File: src/rtl/shiftadd_mult_pkg.sv
package shiftadd_mult_pkg;
  localparam int unsigned DEF_W = 8;
endpackage

File: src/rtl/shiftadd_ctrl.sv
module shiftadd_ctrl #(
  parameter int unsigned W = 8
) (
  input  logic clk,
  input  logic rst_n,
  input  logic start,
  output logic load,
  output logic step,
  output logic busy,
  output logic done
);
  localparam int unsigned CW = (W > 1) ? $clog2(W) : 1;
  localparam logic [CW-1:0] LAST = CW'(W - 1);

  logic [CW-1:0] iter_q;
  logic          busy_q, done_q;

  assign load = start & ~busy_q;
  assign step = busy_q;
  assign busy = busy_q;
  assign done = done_q;

  always_ff @(posedge clk or negedge rst_n) begin
    if (!rst_n) begin
      busy_q <= 1'b0;
      done_q <= 1'b0;
      iter_q <= '0;
    end else begin
      done_q <= 1'b0;
      if (load) begin
        busy_q <= 1'b1;
        iter_q <= '0;
      end else if (busy_q) begin
        iter_q <= iter_q + 1'b1;
        if (iter_q == LAST) begin
          busy_q <= 1'b0;
          done_q <= 1'b1;
        end
      end
    end
  end

  // done lasts one cycle and never overlaps busy
  a_r4_done_pulse: assert property (@(posedge clk) disable iff (!rst_n)
    done_q |=> !done_q);
  a_r4_done_not_busy: assert property (@(posedge clk) disable iff (!rst_n)
    done_q |-> !busy_q);
  // a start during a run does not cut it short
  a_r5_start_ignored: assert property (@(posedge clk) disable iff (!rst_n)
    (busy_q && start && iter_q != LAST) |=> (busy_q && !done_q));
endmodule

File: src/rtl/shiftadd_dpath.sv
module shiftadd_dpath #(
  parameter int unsigned W = 8
) (
  input  logic           clk,
  input  logic           rst_n,
  input  logic           load,
  input  logic           step,
  input  logic [W-1:0]   mcand_in,
  input  logic [W-1:0]   mplier_in,
  output logic [2*W-1:0] acc
);
  logic [2*W-1:0] acc_q;
  logic [W-1:0]   mcand_q;
  logic [W:0]     sum;

  // W-bit add into the upper half, carry kept as bit W
  assign sum = {1'b0, acc_q[2*W-1:W]} + {1'b0, mcand_q};
  assign acc = acc_q;

  always_ff @(posedge clk or negedge rst_n) begin
    if (!rst_n) begin
      acc_q   <= '0;
      mcand_q <= '0;
    end else if (load) begin
      acc_q   <= {{W{1'b0}}, mplier_in};
      mcand_q <= mcand_in;
    end else if (step) begin
      if (acc_q[0]) acc_q <= {sum, acc_q[W-1:1]};
      else          acc_q <= {1'b0, acc_q[2*W-1:1]};
    end
  end

  // the multiplier sits in the lower half right after a load
  a_r2_load_lower: assert property (@(posedge clk) disable iff (!rst_n)
    load |=> (acc_q == {{W{1'b0}}, $past(mplier_in)}));
  // a step without an add shifts a zero into the top bit
  a_r3_noadd_top_zero: assert property (@(posedge clk) disable iff (!rst_n)
    (step && !load && !acc_q[0]) |=> !acc_q[2*W-1]);
  // the accumulator is frozen when neither loading nor stepping
  a_r6_hold: assert property (@(posedge clk) disable iff (!rst_n)
    (!load && !step) |=> $stable(acc_q));
endmodule

File: src/rtl/shiftadd_mult.sv
module shiftadd_mult #(
  parameter int unsigned W = shiftadd_mult_pkg::DEF_W
) (
  input  logic           clk,
  input  logic           rst_n,
  input  logic           start,
  input  logic [W-1:0]   op_a,
  input  logic [W-1:0]   op_b,
  output logic           busy,
  output logic           done,
  output logic [2*W-1:0] product
);
  logic load, step;

  shiftadd_ctrl #(.W(W)) u_ctrl (
    .clk(clk), .rst_n(rst_n), .start(start),
    .load(load), .step(step), .busy(busy), .done(done)
  );

  shiftadd_dpath #(.W(W)) u_dpath (
    .clk(clk), .rst_n(rst_n), .load(load), .step(step),
    .mcand_in(op_a), .mplier_in(op_b), .acc(product)
  );

  // Operand copies used only by the result check below
  logic [W-1:0] chk_a, chk_b;
  always_ff @(posedge clk or negedge rst_n) begin
    if (!rst_n) begin
      chk_a <= '0;
      chk_b <= '0;
    end else if (load) begin
      chk_a <= op_a;
      chk_b <= op_b;
    end
  end

  // the finished result equals the product of the captured operands
  a_r3_result: assert property (@(posedge clk) disable iff (!rst_n)
    done |-> (product == ({{W{1'b0}}, chk_a} * {{W{1'b0}}, chk_b})));
endmodule

File: config.mk
export PLATFORM = sky130hd
export DESIGN_NAME = shiftadd_mult
export DESIGN_NICKNAME = d
export VERILOG_FILES = /design/src/rtl/shiftadd_mult_pkg.sv /design/src/rtl/shiftadd_ctrl.sv /design/src/rtl/shiftadd_dpath.sv /design/src/rtl/shiftadd_mult.sv
export SDC_FILE = /design/constraint.sdc
export NUM_CORES = 1
export LEC_CHECK = 0
export BUFFER_PORTS_ARGS = -buffer_cell sky130_fd_sc_hd__buf_2
export CORE_MARGIN = 2
export CORE_UTILIZATION = 53
export DETAILED_ROUTE_END_ITERATION = 10
export PLACE_DENSITY = 0.79
export SYNTH_ARGS = -nofsm -noshare
export SYNTH_HDL_FRONTEND = slang
export SYNTH_SLANG_ARGS = --single-unit
File: constraint.sdc
create_clock -name clk -period 1.9 [get_ports clk]
set_input_delay 0.19 -clock clk [delete_from_list [all_inputs] [get_ports clk]]
set_output_delay 0.19 -clock clk [all_outputs]
set_load 0.02 [all_outputs]
# After elaboration in Yosys (flattened, before gate mapping)

Cells that the tools add are included.

Bits in registers: 29
Latch bits: 0
Memory bits (writable): 0
Bits in read-only memories: 0
Bits of input ports: 19
Output and inout port bits: 18
Logic and storage cells: 22
Memories kept: 0

Add/sub/neg operators: 2
Multipliers: 0
Divide/modulo/power cells: 0
Order comparisons: 0
Equal/unequal tests: 1
Shift operators: 0
Muxes and demuxes: 11
Bitwise gates (word level): 2
Reduce and logical (&&, ||, !) cells: 1

Operators with widths:

| operator                                     | count |
|---|---|
| 2-to-1 mux 16 bit                            | 3 |
| adder 8 x 8 -> 9 bit                         | 1 |
| 2-to-1 mux 1 bit                             | 6 |
| 2-to-1 mux 3 bit                             | 2 |
| adder 3 x 1 -> 3 bit (second input constant) | 1 |
| equality test 3 bit (second input constant)  | 1 |
| nonzero test 2 bit                           | 1 |
| bitwise AND 1 bit                            | 1 |
| NOT 1 bit                                    | 1 |

# Logic depth before layout (Yosys ltp)

Word-level depth: 4
Mapped depth: 7
Mapped depth without buffers: 7

# Modules after synthesis

Synthesis repeated with hierarchy kept, for this count alone.

Cells, all modules: 151
Area total of the unflattened synthesis: 1,619.1 um^2

Modules (own cells, without submodules):

| module         | times used | cells each | area each (um^2) | seq. area each (um^2) |
|---|---|---|---|---|
| shiftadd_dpath | 1          | 136        | 1,400.1          | 600.6 |
| shiftadd_ctrl  | 1          | 15         | 219.0            | 125.1 |

# Worst setup path after synthesis

No wires, ideal clock.

Path type: register to register
Start: register u_dpath.acc_q[8] (netlist: u_dpath.acc[8])
End: register u_dpath.acc_q[15] (netlist: u_dpath.acc[15])
Library setup time: 0.120 ns
Arrival time: 1.702 ns
Required time: 1.780 ns
Setup slack: 0.079 ns
Stages on the path, launching flop included: 8
Path buffers: 0
Period minus slack after synthesis: 1.821 ns
Cell sequence: dfrtp_1 > ha_1 > inv_1 > fa_1 > nor2b_4 > o31a_1 > o22a_1 > a31o_1

Longest elaborated chain between the ends: 4

Ends and longest elaborated chain:

| item                     | RTL line             | source |
|---|---|---|
| start: declaration       | shiftadd_dpath.sv:12 | `logic [2*W-1:0] acc_q;` |
| start signal: assignment | shiftadd_dpath.sv:25 | `acc_q <= {{W{1'b0}}, mplier_in};` |
| start signal: assignment | shiftadd_dpath.sv:28 | `if (acc_q[0]) acc_q <= {sum, acc_q[W-1:1]};` |
| start signal: assignment | shiftadd_dpath.sv:29 | `else acc_q <= {1'b0, acc_q[2*W-1:1]};` |
| adder 8 x 8 -> 9 bit     | shiftadd_dpath.sv:17 | `assign sum = {1'b0, acc_q[2*W-1:W]} + {1'b0, mcand_q};` |
| 2-to-1 mux 16 bit        | shiftadd_dpath.sv:28 |  |
| 2-to-1 mux 16 bit        | shiftadd_dpath.sv:27 | `end else if (step) begin` |
| 2-to-1 mux 16 bit        | shiftadd_dpath.sv:24 | `end else if (load) begin` |

No other way between the ends. The select of a mux whose other input is x is not followed.
A chain may end at the register's enable or synchronous reset.

# Worst setup path after layout

Start: register u_dpath.acc_q[8] (netlist: u_dpath.acc[8])
End: register u_dpath.acc_q[9] (netlist: u_dpath.acc[9])

The elaborated chain is that of the path after synthesis.

==> flow_summary_export.csv <==
group,metric,value,unit
global_route,grt_usage,22.0,%
sta,rsz0062_at_grt,"no",
placed_design,port_buffers,36,
cells_and_area,fillCellCount,229,
synth,synthFlopType,"dfrtp_1",
clock_tree,cts_made_buffers,5,
die,pin_count,37,
clock_tree,cts_buffer_depth,2,
worst_setup_path,r2r_start,"u_dpath.acc[8]",
routing,drt-total-wl,3.29,mm
status,status,"finished, final reports clean",
placed_design,dpl_cell_area,0.00181,sq mm
synth,yosysTopAreaCell,"dfrtp_1",
synth,ys_types,40,
worst_setup_path,crit_arrival,2.03,ns
global_route,grt_max_degree,30,
power,p_leak,0.000948,uW
synth,synth_area,0.00160,sq mm
die,rows,19,
synth,synth_top_area_share,45.2,%
sta,setup_violations,0,
die,die_w,59.0,um
synth,ys_async_sr_fraction,100,%
worst_setup_path,crit_family,"adder cells",
power,powerDensity,1860,mW/mm^2
sta,fmax,553,MHz
routing,vias_per_cell,5.80,
worst_setup_path,worstSetupEndpointType,"register",
die,fp.dieH,59.0,um
routing,antenna_left,0,
clock_tree,htreeDepth,2,
job,max_cap_viol_count,0,
clock_tree,clkTransAtPathRegs,0.09,ns
power,power,3520,uW
cells_and_area,syn_to_final_growth,17.8,%
placed_design,gp_congestion,0.870,
worst_setup_path,crit_slowest_cell,"dfrtp_1",
routing,drcViolationCount,0,
sta,slew_headroom,58.0,%
worst_setup_path,required,2.12,ns
clock_tree,cts_tree,"built",
hold_path,hp-class,"primary input to register",
worst_setup_path,timing.critical_path.from,"u_dpath.acc[8]",
worst_setup_path,cp_cell_sequence,"ha_2 > inv_1 > fa_2 > buf_4 > xnor2_1 > mux2_2 > nand2_1 > o31ai_1",
synth,synth.area.top_cells,"dfrtp_1 (45%), ha_1 (7.8%), mux2i_1 (6.2%), mux2_2 (4.2%), nand2_1 (3.0%)",
synth,synth_cells,150,
cells_and_area,final-seq-area,726,sq um
cells_and_area,n_antenna_cell,0,
sta,tns,0,ns
worst_setup_path,max_stage_delay,0.39,ns
global_route,grt_pass1_wl,5.55,mm
power,ir_worst_vdd,0.915,mV
routing,drtIter0Drc,33,
routing,route.vias.total,1293,
placed_design,dp_hpwl,2.34,mm
sta,period_needed,1.81,ns
synth,syn-num-nets,180,
worst_setup_path,crit_path_max_fanout,3,
clock_tree,clock-sinks,29,
worst_setup_path,cp_num_buf_inv,2,
synth,syn_area_per_cell,10.7,sq um
synth,synth_edf_count,0,
placed_design,place_inst,212,
worst_setup_path,crit_type,"register to register",
hold_path,hp-start,"op_a[5]",
die,dieArea,0.00348,sq mm
die,coreArea,0.00281,sq mm
synth,synth_seq_area_share,45.2,%
die,initial_core_util,57.2,%
cells_and_area,final_area,0.00189,sq mm
sta,finalClockSkew,0.00691,ns
sta,tightest_slew,0.631,ns
sta,period_share,95.1,%
sta,hold_viol,0,
synth,ys.warnings.count,0,
clock_tree,clk_latency,0.33,ns
cells_and_area,finalNetCount,221,
synth,synth_common_cells,"dfrtp_1 (29), nand2_1 (13), ha_1 (10), mux2i_1 (10), o21ai_1 (8)",
global_route,grt_pass1_vias,1248,
sta,drv_slew,0,
worst_setup_path,start_kind,"register",
cells_and_area,multiInputGateArea,823,sq um
global_route,gr-total-overflow,0,
cells_and_area,drive_above_1_share,30.7,%
synth,synth.most_common_cell,"dfrtp_1",
routing,dr.pass1.iters,4,
cells_and_area,final_cells,223,
sta,hold-worst-slack,0.0659,ns
global_route,antenna_found_initial,0,
synth,ys_seq_elements,29,
clock_tree,cts_root_buffer,"clkbuf_4",
routing,wire_per_inst,14.7,um
==> timing repair <==
| action | CTS | global route |
|---|---|---|
| hold endpoints to repair | 29 | 0 |
| resized for setup | 0 | 2 |
| setup buffers | 0 | 2 |
| hold buffers | 1 | 0 |
| setup endpoints to repair | 0 | 2 |
==> layout make-up <==
cell class                      count  share of cell area, %
Multi-Input combinational cell    107                   43.6
Clock inverter                      2                  0.530
Timing Repair Buffer               42                   12.1
Tap cell                           31                   2.05
Inverter                            6                   1.19
Clock buffer                        6                   2.19
Sequential cell                    29                   38.4
==> stage by stage <==
step | utilization [%] | setup slack, ns
finish | 67.4 | 0.0932
global route | 67.4 | 0.00664
CTS | 66.6 | 0.0338
detailed placement | 64.5 | 0.0530
global placement | 64.5 | 0.134
floorplan | - | 0.0788
==> logic make-up (layout without fill, tap and decap cells) <==
group | count (synthesis) | after routing | share of synthesized area, %
compound gates | 42 | 42 | 16.9
xor+xnor | 3 | 3 | 1.64
fa+ha+maj | 11 | 11 | 9.05
buf+inv | 14 | 56 | 3.74
flops | 29 | 29 | 45.2
mux | 19 | 19 | 12.6
simple gates | 32 | 32 | 10.8
==> state kept, by name, summed over array words and instances, names as in the netlist <==
| register | flops |
|---|---|
| u_ctrl.busy | 1 |
| u_ctrl.done | 1 |
| u_ctrl.iter_q | 3 |
| u_dpath.acc | 16 |
| u_dpath.mcand_q | 8 |
==> report_power, final <==
part           leakage, uW  switching [uW]  total [uW]  internal (uW)
clock network    0.0000320             215         356            140
logic             0.000561            1080        1970            892
registers         0.000355             269        1190            923
total             0.000948            1560        3520           1960
==> cell usage in the layout (no fill, tap or decap), types with 2 or more instances in the layout <==
| cell type | count |
|---|---|
| mux2_2 | 6 |
| a22o_1 | 2 |
| buf_2 | 36 |
| mux2_1 | 3 |
| clkbuf_4 | 5 |
| o21ai_0 | 7 |
| nand3_1 | 2 |
| o21ai_1 | 8 |
| and3_1 | 2 |
| a211oi_1 | 3 |
| a21oi_1 | 5 |
| o211ai_1 | 3 |
| nor3_1 | 2 |
| xor2_1 | 2 |
| clkinv_2 | 2 |
| mux2i_1 | 10 |
| nand2_1 | 13 |
| o21a_1 | 2 |
| nor3b_1 | 5 |
| dfrtp_1 | 29 |
| inv_1 | 5 |
| nor2_1 | 3 |
| buf_4 | 5 |
| ha_1 | 9 |
| a31oi_1 | 4 |
==> metal layers <==
layer | GRT usage, % | part of all wire, % | up-vias
met4 | 9.74 | 1.9 | 0
met2 | 34.6 | 48 | 47
met3 | 7.86 | 6.3 | 8
met1 | 27.3 | 44 | 614
li1 | - | - | 624
met5 | 0 | 0 | -
==> final timing paths <==
kind / depth (start not counted) / end / slack (ns)
max: 8 / u_dpath.acc[9] / 0.09
min: 2 / u_dpath.mcand_q[5] / 0.07
min in group asynchronous: 2 / u_dpath.mcand_q[6] / 0.40
max in group asynchronous: 2 / u_dpath.acc[1] / 1.08
max reg2reg: 8 / u_dpath.acc[9] / 0.09
min reg2reg: 1 / u_dpath.mcand_q[7] / 0.51
(Power assumes the default switching activity.)
